### src/rtl/lsr_pkg.sv
// Package lsr_pkg
// Shared types and constants of the legacy status ready block.
// Assumes a byte-wide return value; the splice masks are fixed by behaviour.
package lsr_pkg;

    typedef enum logic [1:0] {
        SRC_OFF       = 2'b00,
        SRC_TC        = 2'b01,
        SRC_TC_OR_REQ = 2'b10,
        SRC_HANDSHAKE = 2'b11
    } rdy_src_e;

    localparam int BYTE_W = 8;

    // Bit positions replaced by request bits: channel 0, then any other channel
    localparam logic [BYTE_W-1:0] SPLICE_CH0   = 8'h11;
    localparam logic [BYTE_W-1:0] SPLICE_OTHER = 8'h22;

endpackage

### src/rtl/lsr_splice.sv
// Module lsr_splice
// Builds the return byte by replacing selected bits of the input byte with
// the matching DMA request bits; the replaced positions depend on whether
// channel 0 is active. Purely combinational.
module lsr_splice
    import lsr_pkg::*;
#(
    parameter int CHAN_W = 2
) (
    input  logic [BYTE_W-1:0] in_byte,
    input  logic [BYTE_W-1:0] dreq_byte,
    input  logic [CHAN_W-1:0] chan,
    output logic [BYTE_W-1:0] merged
);

    logic [BYTE_W-1:0] take_dreq;

    // Pick the position mask for the active channel
    always_comb begin
        take_dreq = (chan == '0) ? SPLICE_CH0 : SPLICE_OTHER;
    end

    // Per-bit choice between input byte and request byte
    for (genvar b = 0; b < BYTE_W; b++) begin : g_bit
        assign merged[b] = take_dreq[b] ? dreq_byte[b] : in_byte[b];
    end

endmodule

### src/rtl/lsr_snoop_match.sv
// Module lsr_snoop_match
// Flags a snooped read of the status offset from the three bus qualifiers.
// Assumes the qualifiers are already synchronous to clk.
module lsr_snoop_match #(
    parameter int              ADDR_W      = 8,
    parameter logic [ADDR_W-1:0] STATUS_ADDR = 8'h08
) (
    input  logic              cs_n,
    input  logic [ADDR_W-1:0] addr,
    input  logic              rdy_n,
    output logic              hit
);

    // All three qualifiers must be active at once
    always_comb begin
        hit = !cs_n && (addr == STATUS_ADDR) && !rdy_n;
    end

endmodule

### src/rtl/lsr_hs_reg.sv
// Module lsr_hs_reg
// Handshake flag and return byte registers. Acts only while hs_en is high;
// otherwise both registers hold. A strobe wins over a clearing read.
module lsr_hs_reg
    import lsr_pkg::*;
(
    input  logic              clk,
    input  logic              rst_n,
    input  logic              hs_en,
    input  logic              set_stb,
    input  logic              snoop_hit,
    input  logic [BYTE_W-1:0] merged,
    output logic              flag_q,
    output logic [BYTE_W-1:0] ret_q
);

    // Handshake flag: set by strobe, cleared by snooped read, held otherwise
    always_ff @(posedge clk) begin
        if (!rst_n) begin
            flag_q <= 1'b0;
        end else if (hs_en) begin
            if (set_stb) begin
                flag_q <= 1'b1;
            end else if (snoop_hit && flag_q) begin
                flag_q <= 1'b0;
            end
        end
    end

    // Return byte: captured only on an accepted strobe
    always_ff @(posedge clk) begin
        if (!rst_n) begin
            ret_q <= '0;
        end else if (hs_en && set_stb) begin
            ret_q <= merged;
        end
    end

    p_set_r5: assert property (@(posedge clk) disable iff (!rst_n)
        (hs_en && set_stb) |=> flag_q);

    p_set_wins_r9: assert property (@(posedge clk) disable iff (!rst_n)
        (hs_en && set_stb && snoop_hit) |=> flag_q);

    p_clear_r8: assert property (@(posedge clk) disable iff (!rst_n)
        (hs_en && !set_stb && snoop_hit && flag_q) |=> !flag_q);

    p_hold_r10: assert property (@(posedge clk) disable iff (!rst_n)
        !(hs_en && set_stb) |=> $stable(ret_q));

    p_keep_r11: assert property (@(posedge clk) disable iff (!rst_n)
        !hs_en |=> $stable(flag_q));

endmodule

### src/rtl/legacy_status_ready.sv
// Module legacy_status_ready
// Ready flag and return byte of the legacy status port. The source select
// chooses between off, terminal count, terminal count or request, and the
// handshake register. Assumes all inputs are synchronous to clk.
module legacy_status_ready
    import lsr_pkg::*;
#(
    parameter int                CHAN_W      = 2,
    parameter int                ADDR_W      = 8,
    parameter logic [ADDR_W-1:0] STATUS_ADDR = 8'h08
) (
    input  logic              clk,
    input  logic              rst_n,
    input  logic [1:0]        mode_sel,
    input  logic              dma_tc_hit,
    input  logic              legacy_req,
    input  logic              stat_wr,
    input  logic [7:0]        in_byte,
    input  logic [7:0]        dma_req_byte,
    input  logic [CHAN_W-1:0] dma_chan,
    input  logic              snoop_cs_n,
    input  logic [ADDR_W-1:0] snoop_addr,
    input  logic              data_rdy_n,
    output logic              status_rdy,
    output logic [7:0]        ret_byte
);

    rdy_src_e          src;
    logic              hs_en;
    logic              read_hit;
    logic              hs_flag;
    logic [BYTE_W-1:0] spliced;

    // Decode the source select
    always_comb begin
        src   = rdy_src_e'(mode_sel);
        hs_en = (src == SRC_HANDSHAKE);
    end

    lsr_splice #(.CHAN_W(CHAN_W)) u_splice (
        .in_byte  (in_byte),
        .dreq_byte(dma_req_byte),
        .chan     (dma_chan),
        .merged   (spliced)
    );

    lsr_snoop_match #(.ADDR_W(ADDR_W), .STATUS_ADDR(STATUS_ADDR)) u_match (
        .cs_n (snoop_cs_n),
        .addr (snoop_addr),
        .rdy_n(data_rdy_n),
        .hit  (read_hit)
    );

    lsr_hs_reg u_hs (
        .clk      (clk),
        .rst_n    (rst_n),
        .hs_en    (hs_en),
        .set_stb  (stat_wr),
        .snoop_hit(read_hit),
        .merged   (spliced),
        .flag_q   (hs_flag),
        .ret_q    (ret_byte)
    );

    // Select the ready flag source
    always_comb begin
        unique case (src)
            SRC_OFF:       status_rdy = 1'b0;
            SRC_TC:        status_rdy = dma_tc_hit;
            SRC_TC_OR_REQ: status_rdy = dma_tc_hit | legacy_req;
            default:       status_rdy = hs_flag;
        endcase
    end

    p_off_r1: assert property (@(posedge clk) disable iff (!rst_n)
        (mode_sel == 2'b00) |-> !status_rdy);

    p_tc_r2: assert property (@(posedge clk) disable iff (!rst_n)
        (mode_sel == 2'b01) |-> (status_rdy == dma_tc_hit));

    p_tc_or_req_r3: assert property (@(posedge clk) disable iff (!rst_n)
        (mode_sel == 2'b10) |-> (status_rdy == (dma_tc_hit | legacy_req)));

    p_splice_ch0_r6: assert property (@(posedge clk) disable iff (!rst_n)
        (mode_sel == 2'b11 && stat_wr && dma_chan == '0) |=>
        (ret_byte[4] == $past(dma_req_byte[4]) && ret_byte[0] == $past(dma_req_byte[0])));

    p_splice_other_r7: assert property (@(posedge clk) disable iff (!rst_n)
        (mode_sel == 2'b11 && stat_wr && dma_chan != '0) |=>
        (ret_byte[5] == $past(dma_req_byte[5]) && ret_byte[1] == $past(dma_req_byte[1])));

    p_ignore_r12: assert property (@(posedge clk) disable iff (!rst_n)
        (mode_sel != 2'b11) |=> $stable(ret_byte));

endmodule

### config.mk
export PLATFORM = sky130hd
export DESIGN_NAME = legacy_status_ready
export DESIGN_NICKNAME = d
export VERILOG_FILES = /design/src/rtl/lsr_pkg.sv /design/src/rtl/lsr_splice.sv /design/src/rtl/lsr_snoop_match.sv /design/src/rtl/lsr_hs_reg.sv /design/src/rtl/legacy_status_ready.sv
export SDC_FILE = /design/constraint.sdc
export NUM_CORES = 1
export LEC_CHECK = 0
export BUFFER_PORTS_ARGS = -buffer_cell sky130_fd_sc_hd__buf_2
export CAP_MARGIN = 30
export CELL_PAD_IN_SITES_DETAIL_PLACEMENT = 1
export CELL_PAD_IN_SITES_GLOBAL_PLACEMENT = 1
export CORE_ASPECT_RATIO = 0.7
export CORE_MARGIN = 3
export CORE_UTILIZATION = 22
export DETAILED_ROUTE_END_ITERATION = 12
export PLACE_DENSITY = 0.79
export SYNTH_ARGS = -nofsm -noshare
export SYNTH_HDL_FRONTEND = slang
export SYNTH_SLANG_ARGS = --single-unit
### constraint.sdc
create_clock -name clk -period 1.4 [get_ports clk]
set_input_delay 0.28 -clock clk [delete_from_list [all_inputs] [get_ports clk]]
set_output_delay 0.28 -clock clk [all_outputs]
set_load 0.01 [all_outputs]
Yosys cells after proc, flatten, opt, wreduce, memory -nomap -nowiden
Cells that the tools add are included.
Cells by class
  bitwise gates (word level): 1
  reductions and logical operators: 10
  equality and inequality tests: 4
  mux-type cells: 12
Operator list (number)
  1-bit two-way mux: 10
  8-bit by 4-bit equality test with 1-bit output, second input constant: 1
  6-bit two-way mux: 1
  2-bit equality test, second input constant: 2
  1-bit logical AND: 4
  2-bit zero test: 2
  1-bit case mux with 3 select lines: 1
  2-bit by 1-bit equality test with 1-bit output, second input constant: 1
  1-bit zero test: 2
  2-bit AND reduction: 1
  2-bit nonzero test: 1
  1-bit bitwise OR: 1
Word-level totals
  flip-flop bits (word level): 9
  output and inout bits: 9
  input bits: 35

Longest topological paths before layout
  depth after elaboration: 6
  mapped depth: 4
  gate-level depth less buffers: 3

Modules after synthesis
A second synthesis with hierarchy kept.
Second synthesis, totals
  cells, all modules: 58
  area total of the unflattened synthesis: 528.0 sq um
By module, submodules not included
  lsr_hs_reg: cells each 41, times used 1, sequential area each 180.2 sq um, area an instance 361.6 sq um
  lsr_splice: cells each 9, times used 1, sequential area each 0.0 sq um, area an instance 101.3 sq um
  legacy_status_ready: cells each 5, times used 1, sequential area each 0.0 sq um, area an instance 35.0 sq um
  lsr_snoop_match: cells each 3, times used 1, sequential area each 0.0 sq um, area an instance 30.0 sq um

Worst setup path before layout
OpenSTA, ideal clock, no wires.
  path kind: in2out
  start: in mode_sel[0]
  end: out status_rdy
  path buffers: 0
  setup slack: 0.498 ns
  data arrival time: 0.622 ns
  stages on the path: 2
  data required time: 1.120 ns
  cell sequence: o32ai_1 -> nor2_1
On the way
  cells in the longest elaborated chain, start to end: 2
  elaborated cells between the ends (all ways): 4
  those cells by class: eq/ne (2); mux (1); reduce/logical (1)
Ends and longest elaborated chain
  start, declared: line legacy_status_ready.sv:14  | input logic [1:0] mode_sel,
  2-bit equality test (tied with other cells): line legacy_status_ready.sv:67  | unique case (src)
  1-bit case mux with 3 select lines (*): line legacy_status_ready.sv:67
  end, declared: line legacy_status_ready.sv:24  | output logic status_rdy,
Mark *: on every way between the ends. The rest lies on a longest branch, timed or not.

Final worst setup path
Same ends and word-level chain as after synthesis.

==> results_dict.tcl <==
set metrics [dict create \
    place_inst 105 \
    whs_endpoint "u_hs.ret_q[6]" \
    core_area_sq_mm 0.00168 \
    skew_ns 0 \
    synth_area_leaders "dfxtp_1 (44%), mux2i_1 (9.7%), nand2_1 (8.2%)" \
    fin_cells 109 \
    synth_compound_area_frac 0.245 \
    post-route-min-period_ns 1.15 \
    drive_gt1_frac 0.511 \
    synthesis.nets 81 \
    cp-start-kind "primary input" \
    worstMarginPinSlew_ns 0.334 \
    die-area_sq_mm 0.00244 \
    yosysSeqAreaShare 0.436 \
    rsz0062_at_grt "false" \
    layout_commonest_cell "buf_2" \
    crit_chain "buf_2 > o32ai_1 > nor2_1 > buf_2" \
    htreeDepth 1 \
    row_count 12 \
    port_buffers 39 \
    drt_iter0_drc 4 \
    synth_cells 46 \
    cts_tree "yes" \
    min-delay-start "in_byte[6]" \
    wire_per_inst_microns 13.1 \
    grt_pass1_vias 551 \
    clk_pin_slew_ns 0.06 \
    reg2reg_depth 2 \
    crit_path_frequent_cell "buf_2" \
    finalHoldViolations 0 \
    initial_core_util 0.246 \
    synthAdderAreaFrac 0 \
    synth_top_family_by_area "compound AO/OA/AOI/OAI gates" \
    hold_buffers 0 \
    final_cell_mix "buf_2 (39), nand2_1 (9), dfxtp_1 (9), a21oi_1 (5), mux2i_1 (4)" \
    cpPeakStageDelay_ns 0.27 \
    worst_setup_path_end_kind "output pin" \
    syn2layout_area_growth_pct 57.3 \
    grt_start_max_net_pins 14 \
    cts_resized 0 \
    grt_pass1_wl_microns 2330 \
    synth_mux_area_frac 0.0970 \
    r2r_end "u_hs.flag_q" \
    slew_violations 0 \
    fmax_mhz 872 \
    fin_crit_sh 0.819 \
    cts_buffers 3 \
    status "complete, no violations" \
    cts_sinks 9 \
    routed-via-count 499 \
    timing.rr.start "u_hs.flag_q" \
    cp_max_fo 5 \
    yosys_warnings 0 \
    ant_nets 0 \
    reg2reg_slack_ns 0.73 \
    grt_overflow 0 \
    die_y_microns 42.2 \
    gp_congestion 0.651 \
    powerDensity_mw_per_mm2 892 \
    crit_slowest_cell "o32ai_1" \
    whs_path_depth 3 \
    maxSlewHeadroom 0.774 \
    grt_usage 0.126 \
    synth.distinct_cells 19 \
    clk_latency_ns 0.25 \
    final.setup.tns_ns 0 \
    dr.pass1.iters 2 \
    utilization 0.386 \
    cap_violations 0 \
    avgViaCountPerCell 4.58 \
    critPathRequiredTime_ns 1.12 \
    antenna_found_initial 0 \
    critPathArrivalTime_ns 0.87 \
    vdd_drop_max_mv 0.397 \
    remaining_drc_errors 0 \
    power_uw 579 \
    layout.nets 124 \
    finalSetupViolCount 0 \
    synth-simple-area-share 0.194 \
    leakagePower_uw 0.000316 \
    syn_avg_cell_area_sq_um 8.98 \
    io_pins 44 \
    antenna_cells 0 \
    ys_ff_latch 9 \
    hpwl_microns 1250 \
    crit_start "mode_sel[0]" \
    syn_area_sq_um 413 \
    synth-xor-area-share 0 \
    post_cts_buffers 0 \
    hp-class "primary input to register" \
    clockBufferDepth 2 \
    wirelength_microns 1430 \
    fp.dieW_microns 57.8 \
    cts_root_buf "clkbuf_4" \
    critPathKind "primary input to output pin" \
    yosys.area.top_type "dfxtp_1" \
    synth_top_area_frac 0.436 \
]
[stage by stage]
step	hold slack, ns	setup WS (ns)	instance area (sq um)
after CTS	0.263	0.244	649
after detailed placement	0.464	0.250	623
final	0.273	0.253	649
after global placement	0.438	0.261	623
after global routing	0.270	0.178	649
after floorplan	0.391	0.498	413
[kinds of logic after synthesis]
| group | Yosys count |
|---|---|
| buf+inv | 1 |
| flops | 9 |
| mux | 4 |
| simple gates | 16 |
| compound gates | 16 |
[critical path: cells and delay by family]
kind	cells	cell delay, ns
compound gates	1	0.27
buf+inv	2	0.27
simple gates	1	0.06
[state kept, by name, summed over array words and instances, names as in the netlist]
register	cells
u_hs.ret_q	8
u_hs.flag_q	1
[cell usage after synthesis]
master / n
dfxtp_1: 9
nand2_1: 9
a21oi_1: 5
mux2i_1: 4
o21ai_1: 3
a21boi_0: 2
a21boi_1: 2
a41oi_1: 1
and3_4: 1
buf_6: 1
nand3_1: 1
nor2_1: 1
nor2_2: 1
nor3_1: 1
nor4_1: 1
nor4b_1: 1
o21ai_0: 1
o21ai_2: 1
o32ai_1: 1
[cell type report]
| class | instances | area (sq um) |
|---|---|---|
| Tap cell | 21 | 26.3 |
| Multi-Input combinational cell | 36 | 221 |
| Clock buffer | 4 | 26.3 |
| Fill cell | 220 | 1030 |
| Sequential cell | 9 | 180 |
| Timing Repair Buffer | 39 | 195 |
[per-layer routing]
| metal | part of all wire | wire length (microns) | GRT usage |
|---|---|---|---|
| met1 | 0.40 | 571 | 0.139 |
| met2 | 0.55 | 780 | 0.221 |
| met3 | 0.044 | 63 | 0.0462 |
| met4 | 0.0098 | 14 | 0.0417 |
| met5 | 0 | 0 | 0 |
[worst max-delay path by stage]
stage / end / slack [ns] / depth (start not counted)
after floorplan: status_rdy / 0.50 / 2
after global placement: status_rdy / 0.26 / 4
after detailed placement: status_rdy / 0.25 / 4
after CTS: status_rdy / 0.24 / 3
after global routing: status_rdy / 0.18 / 3
final: status_rdy / 0.25 / 4
[power by group]
group	switching, uW	total, uW	leakage, uW	internal [uW]
Sequential	5.54	273	0.0000734	267
Clock	88.0	198	0.0000150	110
Combinational	51.2	109	0.000227	57.4
Power figures use the tool's default switching activity.
